--- src/rtl/alu8_pkg.sv ---
// Package: operation codes and status bit positions shared by the ALU
// modules. Assumes an eight-bit status byte whose bit order is decoded by
// the surrounding core.
package alu8_pkg;

    typedef enum logic [3:0] {
        OP_ADD  = 4'h0,
        OP_ADC  = 4'h1,
        OP_SUB  = 4'h2,
        OP_SBC  = 4'h3,
        OP_SUBI = 4'h4,
        OP_SBCI = 4'h5,
        OP_CPC  = 4'h6,   // bit 0 low: with carry
        OP_CP   = 4'h7,   // bit 0 high: without carry
        OP_INC  = 4'h8,
        OP_DEC  = 4'h9,
        OP_AND  = 4'hA,
        OP_OR   = 4'hB,
        OP_XOR  = 4'hC,
        OP_BST  = 4'hD,
        OP_BLD  = 4'hE,
        OP_RSVD = 4'hF
    } alu_op_e;

    localparam int STATUS_W = 8;
    localparam int FLG_C = 0;
    localparam int FLG_Z = 1;
    localparam int FLG_N = 2;
    localparam int FLG_V = 3;
    localparam int FLG_S = 4;
    localparam int FLG_H = 5;
    localparam int FLG_T = 6;

endpackage

--- src/rtl/alu8_addsub.sv ---
// Adder/subtractor: computes a+b+cin or a-b-cin and returns the carry or
// borrow out of the top bit, the carry or borrow out of the lower half,
// and signed overflow. Assumes DATA_W is even.
module alu8_addsub #(
    parameter int DATA_W = 8
) (
    input  logic [DATA_W-1:0] a,
    input  logic [DATA_W-1:0] b,
    input  logic              cin,
    input  logic              sub,
    output logic [DATA_W-1:0] res,
    output logic              c_out,
    output logic              h_out,
    output logic              v_out
);
    localparam int HALF_W = DATA_W / 2;

    logic [DATA_W:0] full;
    logic [HALF_W:0] low;
    logic            a_top, b_top, r_top;

    // Purpose: full-width and half-width sums or differences.
    always_comb begin
        if (sub) begin
            full = {1'b0, a} - {1'b0, b} - {{DATA_W{1'b0}}, cin};
            low  = {1'b0, a[HALF_W-1:0]} - {1'b0, b[HALF_W-1:0]} - {{HALF_W{1'b0}}, cin};
        end else begin
            full = {1'b0, a} + {1'b0, b} + {{DATA_W{1'b0}}, cin};
            low  = {1'b0, a[HALF_W-1:0]} + {1'b0, b[HALF_W-1:0]} + {{HALF_W{1'b0}}, cin};
        end
    end

    assign res   = full[DATA_W-1:0];
    assign c_out = full[DATA_W];
    assign h_out = low[HALF_W];
    assign a_top = a[DATA_W-1];
    assign b_top = b[DATA_W-1];
    assign r_top = full[DATA_W-1];

    // Purpose: signed overflow from operand and result sign bits.
    always_comb begin
        if (sub) v_out = (a_top & ~b_top & ~r_top) | (~a_top & b_top & r_top);
        else     v_out = (a_top &  b_top & ~r_top) | (~a_top & ~b_top & r_top);
    end

endmodule

--- src/rtl/alu8_logic.sv ---
// Logic and bit unit: AND/OR/XOR, T-bit insertion for BLD and T-bit
// extraction for BST. Assumes bit_sel is below DATA_W.
module alu8_logic
    import alu8_pkg::*;
#(
    parameter int DATA_W = 8,
    localparam int SEL_W = $clog2(DATA_W)
) (
    input  alu_op_e           op,
    input  logic [DATA_W-1:0] a,
    input  logic [DATA_W-1:0] b,
    input  logic [SEL_W-1:0]  sel,
    input  logic              t_in,
    output logic [DATA_W-1:0] res,
    output logic              t_bit
);
    logic [DATA_W-1:0] ins;

    // One insertion mux per bit position for BLD.
    for (genvar i = 0; i < DATA_W; i++) begin : g_ins
        assign ins[i] = (sel == SEL_W'(i)) ? t_in : a[i];
    end

    assign t_bit = a[sel];

    // Purpose: pick the logic or bit result for the current op.
    always_comb begin
        unique case (op)
            OP_AND:  res = a & b;
            OP_OR:   res = a | b;
            OP_XOR:  res = a ^ b;
            OP_BLD:  res = ins;
            default: res = a;
        endcase
    end

endmodule

--- src/rtl/alu8_flags.sv ---
// Flag merge: builds the next status byte and write-enable from the op and
// the unit outputs. Assumes status layout from alu8_pkg; bit 7 passes through.
module alu8_flags
    import alu8_pkg::*;
#(
    parameter int DATA_W = 8
) (
    input  alu_op_e               op,
    input  logic [STATUS_W-1:0]   status_in,
    input  logic [DATA_W-1:0]     res,
    input  logic                  c_ar,
    input  logic                  h_ar,
    input  logic                  v_ar,
    input  logic                  t_bit,
    output logic [STATUS_W-1:0]   status_nxt,
    output logic                  wr_en
);
    logic zero, neg;

    assign zero = (res == '0);
    assign neg  = res[DATA_W-1];

    // Purpose: per-op flag update rules and destination write decision.
    always_comb begin
        status_nxt = status_in;
        wr_en      = 1'b0;
        unique case (op)
            OP_ADD, OP_ADC, OP_SUB, OP_SUBI: begin
                status_nxt[FLG_C] = c_ar;
                status_nxt[FLG_H] = h_ar;
                status_nxt[FLG_V] = v_ar;
                status_nxt[FLG_N] = neg;
                status_nxt[FLG_Z] = zero;
                status_nxt[FLG_S] = neg ^ v_ar;
                wr_en             = 1'b1;
            end
            OP_SBC, OP_SBCI, OP_CPC, OP_CP: begin
                status_nxt[FLG_C] = c_ar;
                status_nxt[FLG_H] = h_ar;
                status_nxt[FLG_V] = v_ar;
                status_nxt[FLG_N] = neg;
                status_nxt[FLG_S] = neg ^ v_ar;
                status_nxt[FLG_Z] = (op == OP_CP) ? zero : (zero & status_in[FLG_Z]);
                wr_en             = (op == OP_SBC) || (op == OP_SBCI);
            end
            OP_INC, OP_DEC: begin
                status_nxt[FLG_V] = v_ar;
                status_nxt[FLG_N] = neg;
                status_nxt[FLG_Z] = zero;
                status_nxt[FLG_S] = neg ^ v_ar;
                wr_en             = 1'b1;
            end
            OP_AND, OP_OR, OP_XOR: begin
                status_nxt[FLG_V] = 1'b0;
                status_nxt[FLG_N] = neg;
                status_nxt[FLG_Z] = zero;
                status_nxt[FLG_S] = neg;
                wr_en             = 1'b1;
            end
            OP_BST:  status_nxt[FLG_T] = t_bit;
            OP_BLD:  wr_en = 1'b1;
            default: wr_en = 1'b0;
        endcase
    end

endmodule

--- src/rtl/alu8_core.sv ---
// Top: eight-bit ALU with registered result, write-enable and status.
// Selects operands and carry-in per op, runs the adder and logic units,
// merges flags and registers everything with one cycle of latency.
// Assumes the caller feeds status_out back into status_in.
module alu8_core
    import alu8_pkg::*;
#(
    parameter int DATA_W = 8,
    localparam int SEL_W = $clog2(DATA_W)
) (
    input  logic                clk,
    input  logic                rst_n,
    input  logic                in_valid,
    input  logic [3:0]          op,
    input  logic [DATA_W-1:0]   opnd_a,
    input  logic [DATA_W-1:0]   opnd_b,
    input  logic [DATA_W-1:0]   imm,
    input  logic [SEL_W-1:0]    bit_sel,
    input  logic [STATUS_W-1:0] status_in,
    output logic                out_valid,
    output logic [DATA_W-1:0]   result,
    output logic                wr_en,
    output logic [STATUS_W-1:0] status_out
);
    alu_op_e             op_e;
    logic [DATA_W-1:0]   b_eff, ar_res, lg_res, res_sel;
    logic                cin, sub, c_ar, h_ar, v_ar, t_bit, we_nxt;
    logic [STATUS_W-1:0] st_nxt;
    logic                out_valid_q, wr_en_q;
    logic [DATA_W-1:0]   result_q;
    logic [STATUS_W-1:0] status_q;

    assign op_e = alu_op_e'(op);

    // Purpose: choose second operand, carry-in and direction per op.
    always_comb begin
        b_eff = opnd_b;
        cin   = 1'b0;
        sub   = 1'b0;
        unique case (op_e)
            OP_ADC:           cin = status_in[FLG_C];
            OP_SUB, OP_CP:    sub = 1'b1;
            OP_SBC, OP_CPC: begin
                sub = 1'b1;
                cin = status_in[FLG_C];
            end
            OP_SUBI: begin
                sub   = 1'b1;
                b_eff = imm;
            end
            OP_SBCI: begin
                sub   = 1'b1;
                b_eff = imm;
                cin   = status_in[FLG_C];
            end
            OP_INC:           b_eff = DATA_W'(1);
            OP_DEC: begin
                sub   = 1'b1;
                b_eff = DATA_W'(1);
            end
            default:          b_eff = opnd_b;
        endcase
    end

    alu8_addsub #(.DATA_W(DATA_W)) u_addsub (
        .a     (opnd_a),
        .b     (b_eff),
        .cin   (cin),
        .sub   (sub),
        .res   (ar_res),
        .c_out (c_ar),
        .h_out (h_ar),
        .v_out (v_ar)
    );

    alu8_logic #(.DATA_W(DATA_W)) u_logic (
        .op    (op_e),
        .a     (opnd_a),
        .b     (opnd_b),
        .sel   (bit_sel),
        .t_in  (status_in[FLG_T]),
        .res   (lg_res),
        .t_bit (t_bit)
    );

    // Purpose: route the arithmetic or logic result to the output.
    always_comb begin
        if (op_e <= OP_DEC) res_sel = ar_res;
        else                res_sel = lg_res;
    end

    alu8_flags #(.DATA_W(DATA_W)) u_flags (
        .op         (op_e),
        .status_in  (status_in),
        .res        (res_sel),
        .c_ar       (c_ar),
        .h_ar       (h_ar),
        .v_ar       (v_ar),
        .t_bit      (t_bit),
        .status_nxt (st_nxt),
        .wr_en      (we_nxt)
    );

    // Purpose: output register stage with synchronous active-low reset.
    always_ff @(posedge clk) begin
        if (!rst_n) begin
            out_valid_q <= 1'b0;
            wr_en_q     <= 1'b0;
            result_q    <= '0;
            status_q    <= '0;
        end else begin
            out_valid_q <= in_valid;
            wr_en_q     <= in_valid & we_nxt;
            if (in_valid) begin
                result_q <= res_sel;
                status_q <= st_nxt;
            end
        end
    end

    assign out_valid  = out_valid_q;
    assign wr_en      = wr_en_q;
    assign result     = result_q;
    assign status_out = status_q;

endmodule

--- config.mk ---
export PLATFORM = sky130hd
export DESIGN_NAME = alu8_core
export DESIGN_NICKNAME = d
export VERILOG_FILES = /design/src/rtl/alu8_pkg.sv /design/src/rtl/alu8_addsub.sv /design/src/rtl/alu8_logic.sv /design/src/rtl/alu8_flags.sv /design/src/rtl/alu8_core.sv
export SDC_FILE = /design/constraint.sdc
export NUM_CORES = 1
export LEC_CHECK = 0
export BUFFER_PORTS_ARGS = -buffer_cell sky130_fd_sc_hd__clkbuf_2
export CAP_MARGIN = 20
export CORE_ASPECT_RATIO = 1.1
export CORE_MARGIN = 2
export CORE_UTILIZATION = 30
export CTS_CLUSTER_SIZE = 12
export DETAILED_ROUTE_END_ITERATION = 16
export PLACE_DENSITY = 0.51
export SYNTH_ARGS = -nofsm -noshare
export SYNTH_HDL_FRONTEND = slang
export SYNTH_HIERARCHICAL = 1
export SYNTH_SLANG_ARGS = --single-unit
export TNS_END_PERCENT = 30
--- constraint.sdc ---
create_clock -name clk -period 3.69 [get_ports clk]
set_input_delay 0.369 -clock clk [delete_from_list [all_inputs] [get_ports clk]]
set_output_delay 0.369 -clock clk [all_outputs]
set_load 0.005 [all_outputs]
# Word-level counts from Yosys, hierarchy flattened
# Index checks and enable logic that the tools add are counted.
totals:
  output_inout_bits: 18
  register_bits: 18
  word_cells: 91
op_classes:
  order_cmp: 2
  n_eq_ne: 21
  n_mux: 24
  reduce_logical: 13
  n_bitwise: 19
  addsub: 8
op_table:
  columns: ["cell", "count"]
  rows:
  - ["case mux 8 bit (4 select lines)", 1]
  - ["equality test 4 bit (second input constant)", 7]
  - ["equality test 4 x 3 -> 1 bit (second input constant)", 4]
  - ["2-to-1 mux 1 bit", 16]
  - ["case mux 8 bit (2 select lines)", 1]
  - ["equality test 3 bit (second input constant)", 4]
  - ["case mux 4 bit (3 select lines)", 1]
  - ["AND 1 bit", 10]
  - ["OR reduction 10 bit", 1]
  - ["adder 8 x 8 -> 9 bit", 1]
  - ["adder 9 x 1 -> 9 bit", 1]
  - ["2-to-1 mux 9 bit", 1]
  - ["subtractor 8 x 8 -> 9 bit", 1]
  - ["subtractor 9 x 1 -> 9 bit", 1]
  - ["AND 8 bit", 1]
  - ["equality test 4 x 2 -> 1 bit (second input constant)", 2]
  - ["logical NOT 8 bit", 1]
  - ["2-to-1 mux 8 bit", 1]
  - ["bitwise OR 8 bit", 1]
  - ["OR reduction 4 bit", 2]
  - ["OR reduction 8 bit", 1]
  - ["XOR 8 bit", 1]
  - ["OR reduction 7 bit", 1]
  - ["equality test 3 x 2 -> 1 bit (second input constant)", 2]
  - ["other kinds (20)", 24]

# Logic depth before layout (Yosys ltp)
logic_depth:
  word_depth: 12
  depth_mapped: 21
  depth_no_buf: 20

# By module
# The synthesis kept the hierarchy.
modules_own_cells:
  columns: ["mod", "n_inst", "cells_each", "area_per_inst_um2", "seq_area_each_um2"]
  rows:
  - ["alu8_addsub", 1, 123, 987.2, 0.0]
  - ["alu8_core", 1, 111, 945.9, 360.3]
  - ["alu8_logic", 1, 119, 917.1, 0.0]
  - ["alu8_flags", 1, 25, 200.2, 0.0]

# Worst setup path after synthesis
# No wires, ideal clock.
synth_path:
  path_kind: "input port to flip-flop"
  startpoint: "input op[3]"
  endpoint: "register status_q[1], in the netlist status_out[1]"
  path_stages: 19
  setup_slack_ns: 0.252
  arrival_time_ns: 3.373
  required_time_ns: 3.625
  path_cell_list: "buf_2 > buf_2 > a22o_1 > a22o_1 > ha_1 > inv_1 > ha_1 > nand4_1 > a21oi_2 > a2111oi_4 > xnor2_1 > mux2_2 > nand2_1 > nand2_1 > nor4_1 > a21oi_1 > a21oi_1 > mux2i_1 > nor2b_1"
synth_between:
  elab_chain_len: 11
  elab_cells_between_ends: 36
synth_rtl:
  columns: ["item", "line", "text"]
  rows:
  - ["start: declaration", "alu8_core.sv:14", "input logic [3:0] op,"]
  - ["equality test 4 bit or equality test 4 x 3 -> 1 bit (tied branches)", "alu8_core.sv:40", "unique case (op_e)"]
  - ["OR reduction 2 bit (no source line)", null, null]
  - ["case mux 8 bit (2 select lines) *", "alu8_core.sv:40", null]
  - ["named net b_eff[5]", "alu8_core.sv:26", "logic [DATA_W-1:0] b_eff, ar_res, lg_res, res_sel;"]
  - ["adder 8 x 8 -> 9 bit or subtractor 8 x 8 -> 9 bit (tied branches)", "alu8_addsub.sv:28, alu8_addsub.sv:25", null]
  - ["adder 9 x 1 -> 9 bit or subtractor 9 x 1 -> 9 bit (tied branches)", "alu8_addsub.sv:28, alu8_addsub.sv:25", null]
  - ["2-to-1 mux 9 bit *", "alu8_addsub.sv:24", "if (sub) begin"]
  - ["named net ar_res[7]", "alu8_core.sv:26", null]
  - ["2-to-1 mux 8 bit *", "alu8_core.sv:88", "if (op_e <= OP_DEC) res_sel = ar_res;"]
  - ["named net res_sel[7]", "alu8_core.sv:26", null]
  - ["logical NOT 8 bit *", "alu8_flags.sv:20", "assign zero = (res == '0);"]
  - ["AND 1 bit", "alu8_flags.sv:43", "status_nxt[FLG_Z] = (op == OP_CP) ? zero : (zero & status_in[FLG_Z]);"]
  - ["2-to-1 mux 1 bit", "alu8_flags.sv:43", null]
  - ["case mux 4 bit (3 select lines) *", "alu8_flags.sv:27", "unique case (op)"]
  - ["named net st_nxt[1]", "alu8_core.sv:28", "logic [STATUS_W-1:0] st_nxt;"]
  - ["end signal: assignment", "alu8_core.sv:116", "status_q <= st_nxt;"]
  - ["end: declaration", "alu8_core.sv:31", "logic [STATUS_W-1:0] status_q;"]
# The timed path passes the listed nets; every way through them passes the cells marked *.
# A chain may end at the register's enable or synchronous reset.

# Final worst setup path
layout_path:
  startpoint: "input op[3]"
  endpoint: "register status_q[4], in the netlist status_out[4]"
layout_between:
  elab_chain_len: 12
  elab_cells_between_ends: 47
layout_rtl:
  columns: ["item", "line", "text"]
  rows:
  - ["equality test 4 bit or equality test 4 x 3 -> 1 bit (tied branches)", "alu8_core.sv:40", null]
  - ["OR reduction 2 bit (no source line)", null, null]
  - ["case mux 8 bit (2 select lines) *", "alu8_core.sv:40", null]
  - ["named net b_eff[3]", "alu8_core.sv:26", null]
  - ["adder 8 x 8 -> 9 bit or subtractor 8 x 8 -> 9 bit (tied branches)", "alu8_addsub.sv:28, alu8_addsub.sv:25", null]
  - ["adder 9 x 1 -> 9 bit or subtractor 9 x 1 -> 9 bit (tied branches)", "alu8_addsub.sv:28, alu8_addsub.sv:25", null]
  - ["2-to-1 mux 9 bit *", "alu8_addsub.sv:24", null]
  - ["NOT 1 bit", "alu8_addsub.sv:42, alu8_addsub.sv:43", null]
  - ["AND 1 bit (on tied branches)", "alu8_addsub.sv:43, alu8_addsub.sv:42", null]
  - ["bitwise OR 1 bit (on tied branches)", "alu8_addsub.sv:43, alu8_addsub.sv:42", null]
  - ["2-to-1 mux 1 bit *", "alu8_addsub.sv:42", "if (sub) v_out = (a_top & ~b_top & ~r_top) | (~a_top & b_top & r_top);"]
  - ["named net v_ar", "alu8_core.sv:27", "logic cin, sub, c_ar, h_ar, v_ar, t_bit, we_nxt;"]
  - ["XOR 1 bit *", "alu8_flags.sv:34, alu8_flags.sv:42, alu8_flags.sv:50", null]
  - ["case mux 4 bit (3 select lines) *", "alu8_flags.sv:27", null]
  - ["named net st_nxt[4]", "alu8_core.sv:28", null]
# Marked as above.

==> impl_results.md <==
- Met1 usage: 0.235
- Yosys warns: 6
- WL final: 9030 um
- Die Width: 100 um
- First-pass DRT Iterations: 5
- Wire per inst: 16.0 um
- Top_reg_cell synth: dfxtp_1
- Worst hold slack: 0.379 ns
- Clock root buffer: clkbuf_8
- Clk_skew: 0 ns
- Commonest cells after routing, fill and taps aside: 59 x clkbuf_2, 46 x inv_1, 39 x ha_1
- DRT iter0 DRCs: 159
- Register area share after synthesis: 0.118
- Max cap viols: 0
- Ports: 60
- Yosys cell types: 62
- Syn_nets: 463
- P_leak: 1.78 nW
- Crit path from: op[3]
- Mapped cell area: 3050 um^2
- Sink Count: 18
- Hold Path End: status_out[7]$_SDFFE_PN0P_
- Synthesis-to-finish area growth: 17.6%
- R2R depth: 2
- Endpoint of the worst register-to-register path: result[6]$_SDFFE_PN0P_
- Final Power: 0.967 mW
- Post-Place Cells: 559
- Hold path start: status_in[7]
- Slew Limit Fails: 0
- HPWL reported at the end of detailed placement: 7470 um
- Placer congestion estimate: 0.842
- Peak supply drop: 0.246 mV
- Final worst path period share: 0.907
- Crit path DAT: 3.53 ns
- # hold bufs at CTS: 0
- R2R Path Start: result[6]$_SDFFE_PN0P_
- Rows: 38
- Max-slew headroom: 0.612
- Seq cells post-synth: 18
- Ys async rst share: 0
- Drt drc: 0
- Most common cell after layout, fill and taps aside: clkbuf_2
- Post-synth EDFFs: 0
- Area of the multi-input gates: 2370 um^2
- Largest net degree at the start of global routing: 27
- WP data required: 3.88 ns
- Fin cells: 563
- Worst reg-to-reg setup slack: 3.01 ns
- Met3 Usage GRT: 0.0121
- Most used routing layer: met2
- Die area: 11000 um^2
- Cells after synthesis: 378
- Total number of vias: 2945
- CORE AREA: 9890 um^2
- First-pass GRT wire length: 14500 um
- Worst setup margin: 0.344 ns
- Clk slew on worst S/H paths: 0.07 ns
- RSZ-0062 raised after global routing: no
- H-tree levels: 1
- Number of buffers created by CTS: 3
- Critical path class: in -> reg
- Setup tns final: 0 ns
- Final Hold Fails: 0
- Setup Buffers After CTS: 0
- Number of diodes: 0
- Fill count: 1059
- Pre-CTS setup slack: -0.00305 ns
- Worst Hold Class: in -> reg
- Vias in the first global route: 2814
- Met2 usage: 0.286
- Antenna Nets Post-Route: 0
- Fmax: 0.299 GHz
- Resized Gates After CTS: 0
- Port Buffer Count: 59
- Reg area: 360 um^2
- Worst setup SP type: primary input
- Die height: 110 um
- Post-synthesis area per instance: 8.07 um^2
- CTS tree: done
- Initial antenna violation count: 0
- Worst-path fanout max: 12
- Vias per cell: 5.23
- Share of cells above drive strength 1: 0.255
- Clock Path Buffers: 2
- Initial Util: 0.308
- Final Setup Violations: 0
- Minimum clock period after layout: 3.35 ns
- Hold path cells: 3
- Kind of end point of the critical path: register
- Actual slew at the worst max-slew pin: 0.582 ns
- PwrDens: 269 nW/um^2
- GRT Total Usage: 0.168
- Status: completed
- Nets@finish: 529
- Grt total ovfl: 0
- Clock latency on the worst-skew pair: 0.25 ns
[where the power goes]
group | internal (mW) | switching, mW
Sequential | 0.213 | 0.00959
Combinational | 0.264 | 0.316
Clock | 0.0949 | 0.0690
[worst max-delay path by stage]
| stage | to | slack [ns] | cells after the start |
|---|---|---|---|
| detailed placement | status_out[1]$_SDFFE_PN0P_ | -0.003 | 21 |
| global route | status_out[1]$_SDFFE_PN0P_ | 0.01 | 21 |
| finish | status_out[4]$_SDFFE_PN0P_ | 0.34 | 16 |
| floorplan | status_out[1]$_SDFFE_PN0P_ | 0.25 | 19 |
| CTS | status_out[1]$_SDFFE_PN0P_ | 0.25 | 21 |
| global placement | status_out[1]$_SDFFE_PN0P_ | 0.04 | 21 |
[stage by stage]
stage | util | cell area, um^2
floorplan | - | 3050
global placement | 0.357 | 3530
detailed placement | 0.357 | 3530
CTS | 0.362 | 3580
global route | 0.363 | 3590
finish | 0.363 | 3590
[area by class of cell]
cell class,instances,area share
Multi-Input combinational cell,293,0.661
Timing Repair Buffer,81,0.132
Sequential cell,18,0.100
Inverter,47,0.0492
Tap cell,120,0.0419
Clock buffer,4,0.0153
[worst max-delay path: stages]
cell and delay, ns:
clkbuf_2 0.17, buf_12 0.18, a22o_1 0.20, a22o_1 0.25, ha_1 0.30, buf_4 0.15
nor2_1 0.14, o211ai_1 0.15, a31oi_1 0.20, xor2_1 0.32, mux2i_1 0.34, mux2i_1 0.18
a32o_1 0.25, nor2_1 0.08, mux2i_1 0.07, nor2b_1 0.16
[cell families after synthesis]
group | synth area share
DFF | 0.118
muxes | 0.112
buffers and inverters | 0.105
and+or+nand+nor | 0.187
AOI/OAI and AO/OA | 0.251
adders and majority gates | 0.186
xor gates and xnor gates | 0.0402
[cell usage after synthesis (2+ instances only)]
library cell   n  area, um^2
xor2_1         4        35.0
dfxtp_1       18         360
buf_2          5        25.0
buf_4          5        37.5
buf_6          6        67.6
nor3_1         3        15.0
a32o_1         2        20.0
nor3b_2        3        37.5
nor2b_1       13        81.3
nand3_1        5        25.0
a31oi_1       10        62.6
mux4_1         2        52.6
a22oi_1        5        37.5
a21oi_2        4        35.0
a21o_1         3        22.5
mux2_2         6        67.6
nand2b_1      12        75.1
xnor2_1       10        87.6
nor4_1         2        12.5
mux2i_1       22         220
o21ai_0       20         100
nand2_1       36         135
o221ai_1       4        35.0
o32a_1         3        30.0
nand3b_1       3        22.5
fa_1           4        80.1
a22o_1        15         131
o21a_1         4        30.0
a21oi_1       18        90.1
clkbuf_1       4        15.0
inv_1         46         173
o21ai_1        3        15.0
nor2_1        11        41.3
ha_1          39         488
[registers in the layout, indices dropped and copies added, names as in the netlist]
register and flops:
result 8, status_out 8, out_valid 1, wr_en 1
[routing by layer]
metal	vias up	share of wire	routed length, um
li1	1459	-	-
met2	95	0.47	4210
met3	12	0.045	409
met5	-	0	0
met1	1379	0.48	4310
met4	0	0.012	105
(Power assumes the default switching activity.)
